$ cat config.mk
export PLATFORM = sky130hd
export DESIGN_NAME = irc_rx_capture
export DESIGN_NICKNAME = d
export VERILOG_FILES = /design/src/rtl/irc_pkg.sv /design/src/rtl/irc_prescaler.sv /design/src/rtl/irc_frontend.sv /design/src/rtl/irc_meas.sv /design/src/rtl/irc_fifo.sv /design/src/rtl/irc_rx_capture.sv
export SDC_FILE = /design/constraint.sdc
export NUM_CORES = 1
export LEC_CHECK = 0
export ABC_AREA = 1
export BUFFER_PORTS_ARGS = -buffer_cell sky130_fd_sc_hd__buf_2
export CAP_MARGIN = 20
export CORE_UTILIZATION = 57
export CTS_CLUSTER_SIZE = 24
export DETAILED_ROUTE_END_ITERATION = 12
export GPL_TIMING_DRIVEN = 1
export PLACE_DENSITY = 0.8
export SYNTH_ARGS = -nofsm -noshare
export SYNTH_HDL_FRONTEND = slang
export SYNTH_SLANG_ARGS = --single-unit
$ cat constraint.sdc
create_clock -name clk -period 5 [get_ports clk]
set_clock_uncertainty 0.05 [all_clocks]
set_input_delay 0.5 -clock clk [delete_from_list [all_inputs] [get_ports clk]]
set_output_delay 0.5 -clock clk [all_outputs]
set_load 0.05 [all_outputs]
$ cat src/rtl/irc_pkg.sv
package irc_pkg;
  typedef logic [15:0] tick_t;

  localparam tick_t TICK_SAT = 16'hFFFE;
  localparam tick_t TICK_END = 16'hFFFF;

  typedef struct packed {
    tick_t mark;
    tick_t period;
  } capture_t;

  typedef enum logic [1:0] {ST_IDLE, ST_MARK, ST_SPACE} meas_state_t;

  localparam int BIT_DATA = 0;
  localparam int BIT_LAST = 1;
  localparam int BIT_OVR  = 2;
  localparam int BIT_FULL = 3;

  localparam logic [7:0] A_PERIOD = 8'h00;
  localparam logic [7:0] A_MARK   = 8'h04;
  localparam logic [7:0] A_INTEN  = 8'h08;
  localparam logic [7:0] A_INTST  = 8'h0C;
  localparam logic [7:0] A_INTCLR = 8'h10;
  localparam logic [7:0] A_CTRL   = 8'h14;
  localparam logic [7:0] A_MAXPER = 8'h18;
  localparam logic [7:0] A_DIV    = 8'h1C;
  localparam logic [7:0] A_STATUS = 8'h20;

  function automatic tick_t sat_inc(tick_t v);
    return (v >= TICK_SAT) ? TICK_SAT : v + 16'd1;
  endfunction

  function automatic logic [15:0] eff_div(logic [15:0] d);
    return (d == 16'd0) ? 16'd1 : d;
  endfunction
endpackage

$ cat src/rtl/irc_prescaler.sv
module irc_prescaler (
  input  logic        clk,
  input  logic        rst_n,
  input  logic        run,
  input  logic [15:0] div,
  output logic        tick
);
  import irc_pkg::*;
  logic [15:0] cnt_q;
  logic        at_end;

  assign at_end = (cnt_q >= eff_div(div) - 16'd1);
  assign tick   = run && at_end;

  always_ff @(posedge clk or negedge rst_n) begin
    if (!rst_n)      cnt_q <= '0;
    else if (!run)   cnt_q <= '0;
    else if (at_end) cnt_q <= '0;
    else             cnt_q <= cnt_q + 16'd1;
  end
endmodule

$ cat src/rtl/irc_frontend.sv
module irc_frontend (
  input  logic clk,
  input  logic rst_n,
  input  logic pin,
  input  logic invert,
  input  logic tick,
  output logic rise,
  output logic fall
);
  logic [1:0] sync_q;
  logic       hist_q, filt_q, filt_n, lvl;

  assign lvl    = sync_q[1];
  assign filt_n = (tick && lvl == hist_q && lvl != filt_q) ? lvl : filt_q;
  assign rise   = !filt_q && filt_n;
  assign fall   = filt_q && !filt_n;

  always_ff @(posedge clk or negedge rst_n) begin
    if (!rst_n) begin
      sync_q <= '0;
      hist_q <= 1'b0;
      filt_q <= 1'b0;
    end else begin
      sync_q <= {sync_q[0], pin ^ invert};
      filt_q <= filt_n;
      if (tick) hist_q <= lvl;
    end
  end
endmodule

$ cat src/rtl/irc_meas.sv
module irc_meas
  import irc_pkg::*;
(
  input  logic     clk,
  input  logic     rst_n,
  input  logic     en,
  input  logic     tick,
  input  logic     rise,
  input  logic     fall,
  input  tick_t    maxper,
  output logic     cap_push,
  output capture_t cap,
  output logic     cap_last
);
  meas_state_t st_q, st_n;
  tick_t       mark_q, mark_n, per_q, per_n;

  always_comb begin
    st_n     = st_q;
    mark_n   = mark_q;
    per_n    = per_q;
    cap_push = 1'b0;
    cap_last = 1'b0;
    cap      = '{mark: mark_q, period: sat_inc(per_q)};
    if (!en) begin
      st_n = ST_IDLE;
    end else if (tick) begin
      unique case (st_q)
        ST_IDLE: if (rise) begin
          st_n = ST_MARK; mark_n = '0; per_n = '0;
        end
        ST_MARK: begin
          per_n  = sat_inc(per_q);
          mark_n = sat_inc(mark_q);
          if (fall) st_n = ST_SPACE;
        end
        ST_SPACE: begin
          if (rise) begin
            cap_push = 1'b1;
            st_n = ST_MARK; mark_n = '0; per_n = '0;
          end else if (sat_inc(per_q) >= maxper) begin
            cap_push   = 1'b1;
            cap_last   = 1'b1;
            cap.period = TICK_END;
            st_n       = ST_IDLE;
          end else begin
            per_n = sat_inc(per_q);
          end
        end
        default: st_n = ST_IDLE;
      endcase
    end
  end

  always_ff @(posedge clk or negedge rst_n) begin
    if (!rst_n) begin
      st_q <= ST_IDLE; mark_q <= '0; per_q <= '0;
    end else begin
      st_q <= st_n; mark_q <= mark_n; per_q <= per_n;
    end
  end
endmodule

$ cat src/rtl/irc_fifo.sv
module irc_fifo #(
  parameter int DEPTH = 8,
  parameter int W     = 32,
  localparam int AW   = (DEPTH > 1) ? $clog2(DEPTH) : 1,
  localparam int CW   = $clog2(DEPTH + 1)
) (
  input  logic          clk,
  input  logic          rst_n,
  input  logic          push,
  input  logic [W-1:0]  din,
  input  logic          pop,
  output logic [W-1:0]  dout,
  output logic [CW-1:0] count,
  output logic          full,
  output logic          empty
);
  logic [W-1:0]  mem [DEPTH];
  logic [AW-1:0] wp_q, rp_q;
  logic          do_push, do_pop;

  assign full    = (count == CW'(DEPTH));
  assign empty   = (count == '0);
  assign do_push = push && !full;
  assign do_pop  = pop && !empty;
  assign dout    = mem[rp_q];

  function automatic logic [AW-1:0] nxt(logic [AW-1:0] p);
    return (p == AW'(DEPTH - 1)) ? '0 : p + AW'(1);
  endfunction

  always_ff @(posedge clk) if (do_push) mem[wp_q] <= din;

  always_ff @(posedge clk or negedge rst_n) begin
    if (!rst_n) begin
      wp_q <= '0; rp_q <= '0; count <= '0;
    end else begin
      if (do_push) wp_q <= nxt(wp_q);
      if (do_pop)  rp_q <= nxt(rp_q);
      count <= count + CW'(do_push) - CW'(do_pop);
    end
  end
endmodule

$ cat src/rtl/irc_rx_capture.sv
module irc_rx_capture
  import irc_pkg::*;
#(
  parameter int DEPTH = 8,
  localparam int CW   = $clog2(DEPTH + 1)
) (
  input  logic        clk,
  input  logic        rst_n,
  input  logic        ir_pin,
  input  logic        bus_wr,
  input  logic        bus_rd,
  input  logic [7:0]  bus_addr,
  input  logic [15:0] bus_wdata,
  output logic [15:0] bus_rdata,
  output logic        irq
);
  logic        rx_en, rx_inv;
  logic [3:0]  int_en, int_stat, clr_bits;
  tick_t       maxper;
  logic [15:0] divisor;
  logic        st_last, st_ovr, st_full;

  logic        tick, rise, fall;
  logic        cap_push, cap_last, cap_drop, pop_req;
  capture_t    cap, head;
  tick_t       cap_mark, cap_period;
  logic [CW-1:0] fifo_count;
  logic        fifo_full, fifo_empty;

  assign cap_mark   = cap.mark;
  assign cap_period = cap.period;

  irc_prescaler u_pre (.clk, .rst_n, .run(rx_en), .div(divisor), .tick);
  irc_frontend  u_fe  (.clk, .rst_n, .pin(ir_pin), .invert(rx_inv), .tick, .rise, .fall);
  irc_meas      u_meas(.clk, .rst_n, .en(rx_en), .tick, .rise, .fall, .maxper,
                       .cap_push, .cap, .cap_last);
  irc_fifo #(.DEPTH(DEPTH), .W($bits(capture_t))) u_q (
    .clk, .rst_n, .push(cap_push), .din(cap), .pop(pop_req), .dout(head),
    .count(fifo_count), .full(fifo_full), .empty(fifo_empty));

  assign cap_drop = cap_push && fifo_full;
  assign pop_req  = bus_rd && bus_addr == A_MARK;
  assign clr_bits = (bus_wr && bus_addr == A_INTCLR) ? bus_wdata[3:0] : 4'b0;
  assign int_stat = {st_full, st_ovr, st_last, !fifo_empty};
  assign irq      = |(int_stat & int_en);

  always_ff @(posedge clk or negedge rst_n) begin
    if (!rst_n) begin
      rx_en <= 1'b0; rx_inv <= 1'b0; int_en <= '0;
      maxper <= TICK_END; divisor <= 16'd1;
      st_last <= 1'b0; st_ovr <= 1'b0; st_full <= 1'b0;
    end else begin
      if (bus_wr) begin
        unique case (bus_addr)
          A_INTEN:  int_en  <= bus_wdata[3:0];
          A_CTRL:   {rx_inv, rx_en} <= bus_wdata[1:0];
          A_MAXPER: maxper  <= bus_wdata;
          A_DIV:    divisor <= bus_wdata;
          default: ;
        endcase
      end
      st_last <= (st_last & ~clr_bits[BIT_LAST]) | (cap_push & cap_last);
      st_ovr  <= (st_ovr  & ~clr_bits[BIT_OVR])  | cap_drop;
      st_full <= (st_full & ~clr_bits[BIT_FULL]) | fifo_full;
    end
  end

  always_comb begin
    unique case (bus_addr)
      A_PERIOD: bus_rdata = fifo_empty ? 16'd0 : head.period;
      A_MARK:   bus_rdata = fifo_empty ? 16'd0 : head.mark;
      A_INTEN:  bus_rdata = {12'd0, int_en};
      A_INTST:  bus_rdata = {12'd0, int_stat};
      A_CTRL:   bus_rdata = {14'd0, rx_inv, rx_en};
      A_MAXPER: bus_rdata = maxper;
      A_DIV:    bus_rdata = divisor;
      A_STATUS: bus_rdata = {8'(fifo_count), 5'd0, st_ovr, 2'd0};
      default:  bus_rdata = 16'd0;
    endcase
  end
endmodule

==> impl_metrics.py <==
metrics = {
    "outcome": {
        "status": "finished clean",
    },
    "timing": {
        "fmax_ghz": 0.2146,
        "hold_viol": 0,
        "setup-violations-final": 0,
        "slew_viol_final": 0,
        "period_minus_slack_ns": 4.660,
        "rsz0062_at_grt": "false",
        "relSlewSlack_pct": 31.68,
        "fin_crit_sh_pct": 93.20,
        "worstMarginPinSlew_ns": 1.022,
        "finalSetupTns_ns": 0,
    },
    "setup_path": {
        "crit_path_end_kind": "register",
        "crit_type": "register to register",
        "worstPathArrival_ns": 4.79,
        "cp_max_fo": 21,
        "crit_path_start_kind": "register",
        "r2r-start": "divisor[9]$_DFFE_PN0P_",
        "worst-r2r-setup-slack_ns": 0.34,
        "r2r-end": "u_q.mem[7][7]$_DFFE_PP_",
        "crit_path_start": "divisor[9]$_DFFE_PN0P_",
        "reg2regPathDepth": 23,
        "crit_required_ns": 5.12,
    },
    "logic_synthesis": {
        "synth_cells": 1618,
        "synth_area_sq_um": 17070,
        "ys_seq_area_share_pct": 60.55,
        "async_reset_ff_share_pct": 29.09,
        "syn_nets": 1701,
        "synth.distinct_cells": 55,
        "synthFlopType": "edfxtp_1",
        "yosys_warnings": 0,
        "synth_seq_cells": 361,
        "synth.avg_cell_area_sq_um": 10.55,
        "synth_edf_count": 256,
    },
    "route": {
        "via_per_inst": 6.105,
        "drtAntennaViolNets": 0,
        "drc": 0,
        "post_drt_wl_per_cell_um": 20.39,
        "vias": 12660,
        "wl_um": 42270,
        "drtPass1Iterations": 6,
        "drt_iter0_drc": 1720,
    },
    "finish": {
        "multi_input_area_sq_um": 5872,
        "regArea_sq_um": 10340,
        "drive_gt1_share_pct": 11.31,
        "final_cell_mix": "edfxtp_1, nand2_1, nor2_1",
        "areaGrowthSynthToFinish_pct": 11.53,
        "finalNetCount": 1744,
        "nFillCells": 2136,
        "fin_cells": 2073,
        "mostFrequentLayoutCell": "edfxtp_1",
        "n_antenna_cell": 0,
    },
    "pwr": {
        "seqPwrFrac_pct": 50.0,
        "power.internal_mw": 4.979,
        "power.density_nw_per_um2": 341.9,
        "p_sw_share_pct": 23.52,
        "switching_power_mw": 1.531,
        "power.share.clock_pct": 41.9,
        "ir_drop_mv": 0.3130,
        "power_frac_comb_pct": 8.1,
        "p_leak_nw": 7.472,
    },
    "global_routing": {
        "gr-total-overflow": 0,
        "grt_pass1_wl_um": 65780,
        "antenna_found_initial": 0,
        "grt_pass1_vias": 12130,
        "grt_max_degree": 130,
        "track_usage_pct": 27.95,
    },
    "clocking": {
        "hold_buffers": 0,
        "postCtsResizedCells": 0,
        "cts_tree": "built",
        "worstSkewPairLatency_ns": 0.54,
        "htree_levels": 2,
        "path_clk_slew_ns": 0.06,
        "clock_sinks": 361,
        "cts_setup_buffers": 0,
        "root_buffer": "clkbuf_16",
        "cts_buffers": 38,
        "clk_path_buf_depth": 3,
    },
    "die": {
        "die-area_sq_um": 30640,
        "rows": 62,
        "core_sq_um": 29090,
        "die_y_um": 175.1,
        "start_util_pct": 58.68,
        "io_pins": 46,
        "die_width_um": 175.1,
    },
    "placement": {
        "finalWeightedCongestion": 0.9306,
        "port_buffers": 45,
        "placedCellCount": 2003,
        "hpwl_um": 27910,
    },
    "flow_run": {
        "cap_violations": 0,
    },
    "min_path": {
        "hold_class": "primary input to async pin",
    },
}
-- cell usage after synthesis, types with 5 or more instances --
cell type,number,share of area (%)
a21oi_1,31,0.91
buf_1,8,0.18
buf_2,16,0.47
clkbuf_1,35,0.77
dfrtp_1,88,13
dfstp_2,17,2.6
edfxtp_1,256,45
ha_1,53,3.9
inv_1,161,3.5
mux2i_1,34,2.0
nand2_1,222,4.9
nand2_2,9,0.33
nand3_1,75,2.2
nand4_1,14,0.51
nor2_1,227,5.0
nor3_1,25,0.73
nor4_1,5,0.18
o2111ai_1,5,0.26
o211ai_1,5,0.22
o21ai_0,161,4.7
o21ai_2,14,0.72
o221ai_1,38,1.9
o22ai_1,15,0.55
o32ai_1,30,1.5
xnor2_1,5,0.26
xor2_1,26,1.3
-- flip-flops by register name (all words and copies together) (netlist names) --
name / cells
u_meas.per_q: 16
st_last: 1
u_q.rp_q: 3
rx_en: 1
u_q.wp_q: 3
int_en: 4
st_ovr: 1
maxper: 16
divisor: 16
u_meas.st_q: 2
u_fe.hist_q: 1
u_fe.filt_q: 1
u_q.mem: 256
u_fe.sync_q: 2
u_q.count: 4
st_full: 1
rx_inv: 1
u_pre.cnt_q: 16
u_meas.mark_q: 16
-- layer usage --
layer  GRT usage [%]  routed length, um  vias to the layer above
met5               0                  0                        -
met4           10.43               1250                        0
li1                -                  -                     5795
met3           4.613               4145                       94
met1           38.59              17080                     6058
met2           44.69              19800                      709
-- cell families (layout without fill, tap and decap cells) --
family	Yosys count	count (layout)	share of synthesized area [%]
AND/OR/NAND/NOR	590	590	14.67
flip-flops	361	361	60.55
AO/OA/AOI/OAI	317	317	11.79
buffers and inverters	231	302	5.402
adder cells (fa/ha/maj)	54	54	4.002
multiplexers	34	34	1.994
XOR/XNOR	31	31	1.591
-- power groups by stage --
stage	sequential (mW)	clock, mW	combinational (mW)
after floorplan	3.28	0	0.388
after global placement	3.31	0	0.502
after detailed placement	3.31	0	0.518
after CTS	3.25	2.75	0.523
after global routing	3.26	2.85	0.590
final	3.25	2.73	0.527
-- worst max-delay path by stage --
stage,end,slack [ns]
finish,u_q.mem[7][7]$_DFFE_PP_,0.34
detailed placement,u_q.mem[7][22]$_DFFE_PP_,0.44
global route,u_q.mem[7][7]$_DFFE_PP_,0.02
floorplan,u_q.mem[0][0]$_DFFE_PP_,0.01
global placement,u_q.mem[7][23]$_DFFE_PP_,0.52
CTS,u_q.mem[7][7]$_DFFE_PP_,0.41
-- per-stage QoR --
stage	util (%)	total power, mW	instance area [sq um]	setup slack, ns	hold WS, ns
after global placement	61.21	3.812	17810	0.5232	0.2847
after CTS	65.38	6.521	19020	0.4076	0.03481
final	65.45	6.510	19040	0.3399	0.01228
after detailed placement	61.21	3.830	17810	0.4443	0.2855
after floorplan	-	3.673	17070	0.01494	0.1544
after global routing	65.45	6.699	19040	0.02290	0.07036
-- final cells by class --
cell class | count | share of cell area, %
Clock buffer | 52 | 5.540
Clock inverter | 16 | 0.8281
Inverter | 166 | 3.279
Multi-Input combinational cell | 1026 | 30.84
Sequential cell | 361 | 54.33
Tap cell | 384 | 2.524
Timing Repair Buffer | 68 | 2.655
-- worst max-delay path: stages, from the launching register on --
cell	delay [ns]
dfrtp_1	0.41
nor2_1	0.16
inv_1	0.05
nor4_1	0.39
a41oi_1	0.24
ha_1	0.28
nand2_1	0.15
inv_1	0.07
nand2_1	0.12
nor3_1	0.08
xor2_1	0.13
inv_1	0.06
ha_1	0.29
nand4_1	0.11
a21oi_1	0.15
nor2_1	0.10
a21oi_4	0.23
nand4_4	0.22
nand2_2	0.13
nand3_2	0.12
clkinv_2	0.12
nand2_2	0.15
nor2_4	0.12
buf_4	0.36
No activity file was read; power rests on OpenSTA's default activity.
